==> src/rtl/raid5_pkg.sv <==
package raid5_pkg;

  typedef enum logic [1:0] {
    S_IDLE  = 2'd0,
    S_READ  = 2'd1,
    S_WRITE = 2'd2,
    S_DONE  = 2'd3
  } rmw_state_e;

  // column holding parity for a given stripe row (rotates downward)
  function automatic int unsigned parity_column(input int unsigned row,
                                                input int unsigned ncol);
    return (ncol - 1) - (row % ncol);
  endfunction

  // physical column of data index idx in a row whose parity is at pcol
  function automatic int unsigned data_column(input int unsigned idx,
                                              input int unsigned pcol);
    return (idx < pcol) ? idx : idx + 1;
  endfunction

endpackage

==> src/rtl/raid5_map.sv <==
module raid5_map
  import raid5_pkg::*;
#(
  parameter int NCOL  = 5,
  parameter int LBA_W = 12,
  parameter int COL_W = $clog2(NCOL)
) (
  input  logic [LBA_W-1:0] lba_i,
  output logic [LBA_W-1:0] row_o,
  output logic [COL_W-1:0] dcol_o,
  output logic [COL_W-1:0] pcol_o
);
  localparam int NDATA = NCOL - 1;

  int unsigned row_n, idx_n, pcol_n, dcol_n;

  always_comb begin
    row_n  = 32'(lba_i) / NDATA;
    idx_n  = 32'(lba_i) % NDATA;
    pcol_n = parity_column(row_n, NCOL);
    dcol_n = data_column(idx_n, pcol_n);
    row_o  = LBA_W'(row_n);
    pcol_o = COL_W'(pcol_n);
    dcol_o = COL_W'(dcol_n);
  end
endmodule

==> src/rtl/raid5_chan.sv <==
module raid5_chan #(
  parameter int DATA_W = 32,
  parameter int ROW_W  = 12
) (
  input  logic              clk,
  input  logic              rst_n,
  input  logic              issue_i,
  input  logic              we_i,
  input  logic [ROW_W-1:0]  row_i,
  input  logic [DATA_W-1:0] wdata_i,
  output logic              dsk_req_o,
  output logic              dsk_we_o,
  output logic [ROW_W-1:0]  dsk_row_o,
  output logic [DATA_W-1:0] dsk_wdata_o,
  input  logic [DATA_W-1:0] dsk_rdata_i,
  input  logic              dsk_done_i,
  output logic              fin_o,
  output logic [DATA_W-1:0] rdata_o
);
  logic              req_q, we_q, fin_q;
  logic [ROW_W-1:0]  row_q;
  logic [DATA_W-1:0] wdata_q, rdata_q;
  logic              accept;

  assign accept = req_q & dsk_done_i;

  always_ff @(posedge clk) begin
    if (!rst_n) begin
      req_q   <= 1'b0;
      we_q    <= 1'b0;
      fin_q   <= 1'b0;
      row_q   <= '0;
      wdata_q <= '0;
      rdata_q <= '0;
    end else begin
      fin_q <= accept;
      if (accept) begin
        req_q <= 1'b0;
        if (!we_q) rdata_q <= dsk_rdata_i;
      end else if (issue_i) begin
        req_q   <= 1'b1;
        we_q    <= we_i;
        row_q   <= row_i;
        wdata_q <= wdata_i;
      end
    end
  end

  assign dsk_req_o   = req_q;
  assign dsk_we_o    = we_q;
  assign dsk_row_o   = row_q;
  assign dsk_wdata_o = wdata_q;
  assign fin_o       = fin_q;
  assign rdata_o     = rdata_q;

  // a pending request holds its command until the disk answers
  p_req_held_r4: assert property (@(posedge clk) disable iff (!rst_n)
    (req_q && !dsk_done_i) |=> (req_q && $stable(we_q) && $stable(row_q) && $stable(wdata_q)));

  // the sequencer never reissues on a busy channel
  p_issue_free_r4: assert property (@(posedge clk) disable iff (!rst_n)
    issue_i |-> !req_q);
endmodule

==> src/rtl/raid5_seq.sv <==
module raid5_seq
  import raid5_pkg::*;
#(
  parameter int NCOL   = 5,
  parameter int DATA_W = 32,
  parameter int ROW_W  = 12,
  parameter int COL_W  = $clog2(NCOL)
) (
  input  logic                          clk,
  input  logic                          rst_n,
  input  logic                          start_i,
  input  logic [ROW_W-1:0]              row_i,
  input  logic [COL_W-1:0]              dcol_i,
  input  logic [COL_W-1:0]              pcol_i,
  input  logic [DATA_W-1:0]             wdata_i,
  input  logic [NCOL-1:0]               fin_i,
  input  logic [NCOL-1:0][DATA_W-1:0]   rdata_i,
  output logic [NCOL-1:0]               issue_o,
  output logic                          issue_we_o,
  output logic [ROW_W-1:0]              issue_row_o,
  output logic [NCOL-1:0][DATA_W-1:0]   issue_wdata_o,
  output logic                          busy_o,
  output logic                          done_o
);
  function automatic logic [DATA_W-1:0] patch_parity(input logic [DATA_W-1:0] old_p,
                                                     input logic [DATA_W-1:0] old_d,
                                                     input logic [DATA_W-1:0] new_d);
    return old_p ^ old_d ^ new_d;
  endfunction

  rmw_state_e        st_q;
  logic [ROW_W-1:0]  row_q;
  logic [COL_W-1:0]  dcol_q, pcol_q;
  logic [DATA_W-1:0] new_q;
  logic              got_d_q, got_p_q;

  logic [DATA_W-1:0] old_d, old_p, par_new;
  logic              fin_d, fin_p, have_d, have_p;
  logic              start_acc, reads_done, writes_done;

  // pick the two columns taking part in this operation
  always_comb begin
    old_d = '0;
    old_p = '0;
    fin_d = 1'b0;
    fin_p = 1'b0;
    for (int c = 0; c < NCOL; c++) begin
      if (COL_W'(c) == dcol_q) begin
        old_d = rdata_i[c];
        fin_d = fin_i[c];
      end
      if (COL_W'(c) == pcol_q) begin
        old_p = rdata_i[c];
        fin_p = fin_i[c];
      end
    end
  end

  assign have_d      = got_d_q | fin_d;
  assign have_p      = got_p_q | fin_p;
  assign start_acc   = (st_q == S_IDLE) & start_i;
  assign reads_done  = (st_q == S_READ)  & have_d & have_p;
  assign writes_done = (st_q == S_WRITE) & have_d & have_p;
  assign par_new     = patch_parity(old_p, old_d, new_q);

  always_comb begin
    issue_o       = '0;
    issue_we_o    = 1'b0;
    issue_row_o   = row_q;
    issue_wdata_o = '0;
    if (start_acc) begin
      issue_row_o = row_i;
      for (int c = 0; c < NCOL; c++)
        if (COL_W'(c) == dcol_i || COL_W'(c) == pcol_i) issue_o[c] = 1'b1;
    end else if (reads_done) begin
      issue_we_o = 1'b1;
      for (int c = 0; c < NCOL; c++) begin
        if (COL_W'(c) == dcol_q) begin
          issue_o[c]       = 1'b1;
          issue_wdata_o[c] = new_q;
        end
        if (COL_W'(c) == pcol_q) begin
          issue_o[c]       = 1'b1;
          issue_wdata_o[c] = par_new;
        end
      end
    end
  end

  always_ff @(posedge clk) begin
    if (!rst_n) begin
      st_q    <= S_IDLE;
      row_q   <= '0;
      dcol_q  <= '0;
      pcol_q  <= '0;
      new_q   <= '0;
      got_d_q <= 1'b0;
      got_p_q <= 1'b0;
    end else begin
      unique case (st_q)
        S_IDLE: if (start_i) begin
          st_q    <= S_READ;
          row_q   <= row_i;
          dcol_q  <= dcol_i;
          pcol_q  <= pcol_i;
          new_q   <= wdata_i;
          got_d_q <= 1'b0;
          got_p_q <= 1'b0;
        end
        S_READ: if (reads_done) begin
          st_q    <= S_WRITE;
          got_d_q <= 1'b0;
          got_p_q <= 1'b0;
        end else begin
          got_d_q <= have_d;
          got_p_q <= have_p;
        end
        S_WRITE: if (writes_done) begin
          st_q <= S_DONE;
        end else begin
          got_d_q <= have_d;
          got_p_q <= have_p;
        end
        S_DONE: st_q <= S_IDLE;
        default: st_q <= S_IDLE;
      endcase
    end
  end

  assign busy_o = (st_q != S_IDLE);
  assign done_o = (st_q == S_DONE);

  // busy holds until done, done lasts one cycle and ends busy
  p_busy_hold_r7: assert property (@(posedge clk) disable iff (!rst_n)
    (busy_o && !done_o) |=> busy_o);
  p_done_pulse_r7: assert property (@(posedge clk) disable iff (!rst_n)
    done_o |=> (!done_o && !busy_o));
  // a strobe during an operation leaves the latched target alone
  p_start_ignored_r8: assert property (@(posedge clk) disable iff (!rst_n)
    (busy_o && start_i) |=> ($stable(row_q) && $stable(dcol_q) && $stable(pcol_q) && $stable(new_q)));
  // data and parity never share a column
  p_cols_apart_r3: assert property (@(posedge clk) disable iff (!rst_n)
    busy_o |-> (dcol_q != pcol_q));
endmodule

==> src/rtl/raid5_rmw_ctrl.sv <==
module raid5_rmw_ctrl #(
  parameter int NCOL   = 5,
  parameter int DATA_W = 32,
  parameter int LBA_W  = 12
) (
  input  logic                   clk,
  input  logic                   rst_n,
  input  logic                   start_i,
  input  logic [LBA_W-1:0]       lba_i,
  input  logic [DATA_W-1:0]      wdata_i,
  output logic                   busy_o,
  output logic                   done_o,
  output logic [NCOL-1:0]        dsk_req_o,
  output logic [NCOL-1:0]        dsk_we_o,
  output logic [NCOL*LBA_W-1:0]  dsk_row_o,
  output logic [NCOL*DATA_W-1:0] dsk_wdata_o,
  input  logic [NCOL*DATA_W-1:0] dsk_rdata_i,
  input  logic [NCOL-1:0]        dsk_done_i
);
  localparam int COL_W = $clog2(NCOL);

  logic [LBA_W-1:0]               map_row;
  logic [COL_W-1:0]               map_dcol, map_pcol;
  logic [NCOL-1:0]                issue, fin;
  logic                           issue_we;
  logic [LBA_W-1:0]               issue_row;
  logic [NCOL-1:0][DATA_W-1:0]    issue_wdata, chan_rdata;

  raid5_map #(.NCOL(NCOL), .LBA_W(LBA_W), .COL_W(COL_W)) u_map (
    .lba_i (lba_i),
    .row_o (map_row),
    .dcol_o(map_dcol),
    .pcol_o(map_pcol)
  );

  raid5_seq #(.NCOL(NCOL), .DATA_W(DATA_W), .ROW_W(LBA_W), .COL_W(COL_W)) u_seq (
    .clk          (clk),
    .rst_n        (rst_n),
    .start_i      (start_i),
    .row_i        (map_row),
    .dcol_i       (map_dcol),
    .pcol_i       (map_pcol),
    .wdata_i      (wdata_i),
    .fin_i        (fin),
    .rdata_i      (chan_rdata),
    .issue_o      (issue),
    .issue_we_o   (issue_we),
    .issue_row_o  (issue_row),
    .issue_wdata_o(issue_wdata),
    .busy_o       (busy_o),
    .done_o       (done_o)
  );

  for (genvar c = 0; c < NCOL; c++) begin : g_chan
    raid5_chan #(.DATA_W(DATA_W), .ROW_W(LBA_W)) u_chan (
      .clk        (clk),
      .rst_n      (rst_n),
      .issue_i    (issue[c]),
      .we_i       (issue_we),
      .row_i      (issue_row),
      .wdata_i    (issue_wdata[c]),
      .dsk_req_o  (dsk_req_o[c]),
      .dsk_we_o   (dsk_we_o[c]),
      .dsk_row_o  (dsk_row_o[c*LBA_W +: LBA_W]),
      .dsk_wdata_o(dsk_wdata_o[c*DATA_W +: DATA_W]),
      .dsk_rdata_i(dsk_rdata_i[c*DATA_W +: DATA_W]),
      .dsk_done_i (dsk_done_i[c]),
      .fin_o      (fin[c]),
      .rdata_o    (chan_rdata[c])
    );
  end

  // while any write is pending, no read is pending
  p_reads_first_r5: assert property (@(posedge clk) disable iff (!rst_n)
    (|(dsk_req_o & dsk_we_o)) |-> !(|(dsk_req_o & ~dsk_we_o)));
  // at most the data and parity columns are ever addressed together
  p_two_cols_r4: assert property (@(posedge clk) disable iff (!rst_n)
    $countones(dsk_req_o) <= 2);
  // disks are idle whenever the controller is idle
  p_idle_quiet_r1: assert property (@(posedge clk) disable iff (!rst_n)
    !busy_o |-> (dsk_req_o == '0));
endmodule

==> config.mk <==
export PLATFORM = sky130hd
export DESIGN_NAME = raid5_rmw_ctrl
export DESIGN_NICKNAME = d
export VERILOG_FILES = /design/src/rtl/raid5_pkg.sv /design/src/rtl/raid5_map.sv /design/src/rtl/raid5_chan.sv /design/src/rtl/raid5_seq.sv /design/src/rtl/raid5_rmw_ctrl.sv
export SDC_FILE = /design/constraint.sdc
export NUM_CORES = 1
export LEC_CHECK = 0
export BUFFER_PORTS_ARGS = -buffer_cell sky130_fd_sc_hd__buf_2
export CELL_PAD_IN_SITES_DETAIL_PLACEMENT = 1
export CELL_PAD_IN_SITES_GLOBAL_PLACEMENT = 1
export CORE_AREA = 2 2 243 245
export CTS_CLUSTER_SIZE = 8
export DETAILED_ROUTE_END_ITERATION = 7
export DIE_AREA = 0 0 245 247
export PLACE_DENSITY = 0.85
export SLEW_MARGIN = 20
export SYNTH_ARGS = -nofsm -noshare
export SYNTH_HDL_FRONTEND = slang
export SYNTH_SLANG_ARGS = --single-unit
==> constraint.sdc <==
create_clock -name clk -period 10.8 [get_ports clk]
set_input_delay 0 -clock clk [delete_from_list [all_inputs] [get_ports clk]]
set_output_delay 0 -clock clk [all_outputs]
set_load 0.01 [all_outputs]
==> impl_metrics.json <==
{
  "clock_skew_ns": 0.0446,
  "ys_warn_count": 0,
  "synth_flop_cell": "dfxtp_1",
  "cts_tree": "done",
  "whs_ns": 0.0866,
  "worstPathRequired_ns": 11.34,
  "finalWorstSetupSlack_ns": 0.792,
  "power_mw": 5.88,
  "relSlewSlack_pct": 20.3,
  "grt_max_degree": 106,
  "overflow": 0,
  "die_area_um2": 60500,
  "dpl_cell_area_um2": 25800,
  "cellLeakagePower_nw": 11.3,
  "io_pins": 444,
  "fin_util_pct": 50.7,
  "ys_top_cells_by_count": "nand2_1 (796), dfxtp_1 (437), a21oi_1 (336), clkbuf_1 (231), o21ai_0 (203)",
  "dp_slack_ns": 0.400,
  "post-cts-setup-buffers": 0,
  "instances_no_fill": 4336,
  "slowest_delay_ns": 0.60,
  "regArea_um2": 8750,
  "finalMaxSlewViolations": 0,
  "portBuffers": 433,
  "setup_viol": 0,
  "cts_buffers": 61,
  "period_share_pct": 92.7,
  "final_net_count": 3776,
  "worst_pin_slew_ns": 1.20,
  "die_h_um": 247,
  "drcViolationCount": 0,
  "dp.cells": 4054,
  "worstSetupPathType": "in -> reg",
  "cts_root_buffer": "clkbuf_16",
  "synth_most_common_cell": "nand2_1",
  "postRouteAntennaNets": 0,
  "area.growth.synth_to_final_pct": 25.7,
  "wl_per_cell_um": 26.6,
  "vias": 27000,
  "synth_top_area_share_pct": 37.2,
  "holdCritPathClass": "in -> reg",
  "multi_input_area_um2": 13400,
  "crit_path_end_kind": "register",
  "grt_first_pass_wirelength_um": 170000,
  "synthCells": 3100,
  "coreArea_um2": 58200,
  "synth_area_leaders": "dfxtp_1 (37%), nand2_1 (13%), a21oi_1 (7.2%)",
  "die_w_um": 245,
  "yosys_register_bits": 437,
  "avgSynthCellArea_um2": 7.58,
  "finalWeightedCongestion": 0.934,
  "clkLatencyLatePin_ns": 0.66,
  "synth_cell_types": 109,
  "rsz0062_at_grt": "false",
  "dpl.hpwl_um": 65700,
  "rows": 89,
  "wl_um": 115000,
  "cts.sinks": 437,
  "cpMostUsedCell": "ha_1",
  "clock_path_buffers": 3,
  "finalHoldViolCount": 0,
  "critical-path-top-delay-family": "simple AND/OR/NAND/NOR gates",
  "fillCellCount": 7072,
  "period_minus_slack_ns": 10.01,
  "crit_arrival_ns": 10.54,
  "cts_resized": 0,
  "powerDensity_nw_per_um2": 199,
  "postCtsHoldBufs": 202,
  "ys_seq_area_share_pct": 37.2,
  "synthArstFlopShare_pct": 0,
  "first_global_vias": 27200,
  "final_cell_area_um2": 29500,
  "fmax_mhz": 99.9,
  "clk_pin_slew_worst_paths_ns": 0.05,
  "drtIter0Drc": 2881,
  "antenna_found_initial": 13,
  "via_per_inst": 6.24,
  "start_kind": "input port",
  "yosys.area.top_type": "dfxtp_1",
  "finalSetupTns_ns": 0,
  "first_pass_iters": 8,
  "mappedNetlistArea_um2": 23500,
  "crit_buf_inv": 5,
  "maxCapViolCount": 0,
  "synth_edf_count": 0,
  "critical_path.slowest_cell": "buf_4",
  "drive_gt1_share_pct": 18.0,
  "outcome": "complete, no violations",
  "track_usage_pct": 36.4,
  "ctsHtreeMaxLevel": 2,
  "start_util_pct": 40.3,
  "irDropWorstVdd_uv": 137,
  "cp_max_fo": 43
}
-- final cells by class --
type / instances / share of cell area [%]
timing repair buffer: 680 / 15.5
sequential: 437 / 29.6
antenna: 10 / 0.0847
clock buffer: 66 / 5.41
multi-input combinational: 2333 / 45.4
inverter: 34 / 0.449
tap: 773 / 3.28
clock inverter: 3 / 0.220
-- layout by cell type (no fill, tap or decap), types with 42 or more instances in the layout --
master | netlist | routed
buf_2 | 24 | 432
mux2i_1 | 139 | 139
nor2_1 | 181 | 176
clkbuf_16 | 0 | 63
o21ai_0 | 203 | 203
a221o_1 | 63 | 63
a21oi_1 | 336 | 334
nand2_1 | 796 | 794
o22ai_1 | 117 | 117
dlygate4sd3_1 | 0 | 202
xnor2_1 | 46 | 46
dfxtp_1 | 437 | 435
buf_4 | 27 | 42
-- state kept, by name, summed over array words and instances, names as in the netlist, 2 cells and up --
register                   count
u_seq.pcol_q                   3
u_seq.dcol_q                   3
g_chan.u_chan.dsk_we_o         5
u_seq.st_q                     2
g_chan.u_chan.dsk_wdata_o    160
g_chan.u_chan.dsk_row_o       50
g_chan.u_chan.dsk_req_o        5
g_chan.u_chan.fin_o            5
u_seq.row_q                   10
u_seq.new_q                   32
g_chan.u_chan.rdata_o        160
-- logic make-up (layout without fill, tap and decap cells) --
group	count (synthesis)	count (layout)	share of synthesized area (%)
AOI/OAI and AO/OA	922	922	25.2
xor gates and xnor gates	81	81	3.02
and+or+nand+nor	1152	1152	20.6
other	1	20	0.0160
DFF	437	437	37.2
buffers and inverters	339	783	6.33
muxes	150	150	6.68
adders and majority gates	18	18	0.948
-- power breakdown --
group | internal [mW] | total, mW | switching [mW] | leakage (nW)
combinational | 0.699 | 2.22 | 1.52 | 6.97
sequential | 1.71 | 1.83 | 0.118 | 3.53
clock | 1.05 | 1.82 | 0.776 | 0.815
-- layer usage --
layer,share of wire [%],track usage [%],up-vias,wire (µm)
li1,-,-,11700,-
met1,38,44.4,13000,44300
met2,45,58.2,1729,51600
met3,9.5,8.32,574,11000
met4,7.2,22.7,6,8330
met5,0.037,0,-,43
-- worst reg2reg max path: stages, from the launching register on --
cell and delay (ns):
dfxtp_2 0.30, buf_4 0.36, nor3_2 0.22, buf_4 0.47, a221oi_1 0.23, nor2_1 0.31, and3_1 0.40, and2_2 0.63
nand3_2 0.93, o22ai_1 0.51
-- path summary, 6_finish.rpt --
path,cells after the start,to,start,slack [ns]
worst max-delay path,39,g_chan[2].u_chan.dsk_row_o[7]$_SDFFE_PN0P_,lba_i[10],0.79
worst min-delay path,5,u_seq.row_q[8]$_SDFFE_PN0P_,lba_i[10],0.09
worst max register to register,9,g_chan[3].u_chan.dsk_wdata_o[29]$_SDFFE_PN0P_,u_seq.dcol_q[1]$_SDFFE_PN0P_,6.32
worst min register to register,2,g_chan[0].u_chan.dsk_row_o[0]$_SDFFE_PN0P_,g_chan[0].u_chan.dsk_row_o[0]$_SDFFE_PN0P_,0.46
Note: power is estimated with default switching activity, not from simulation.
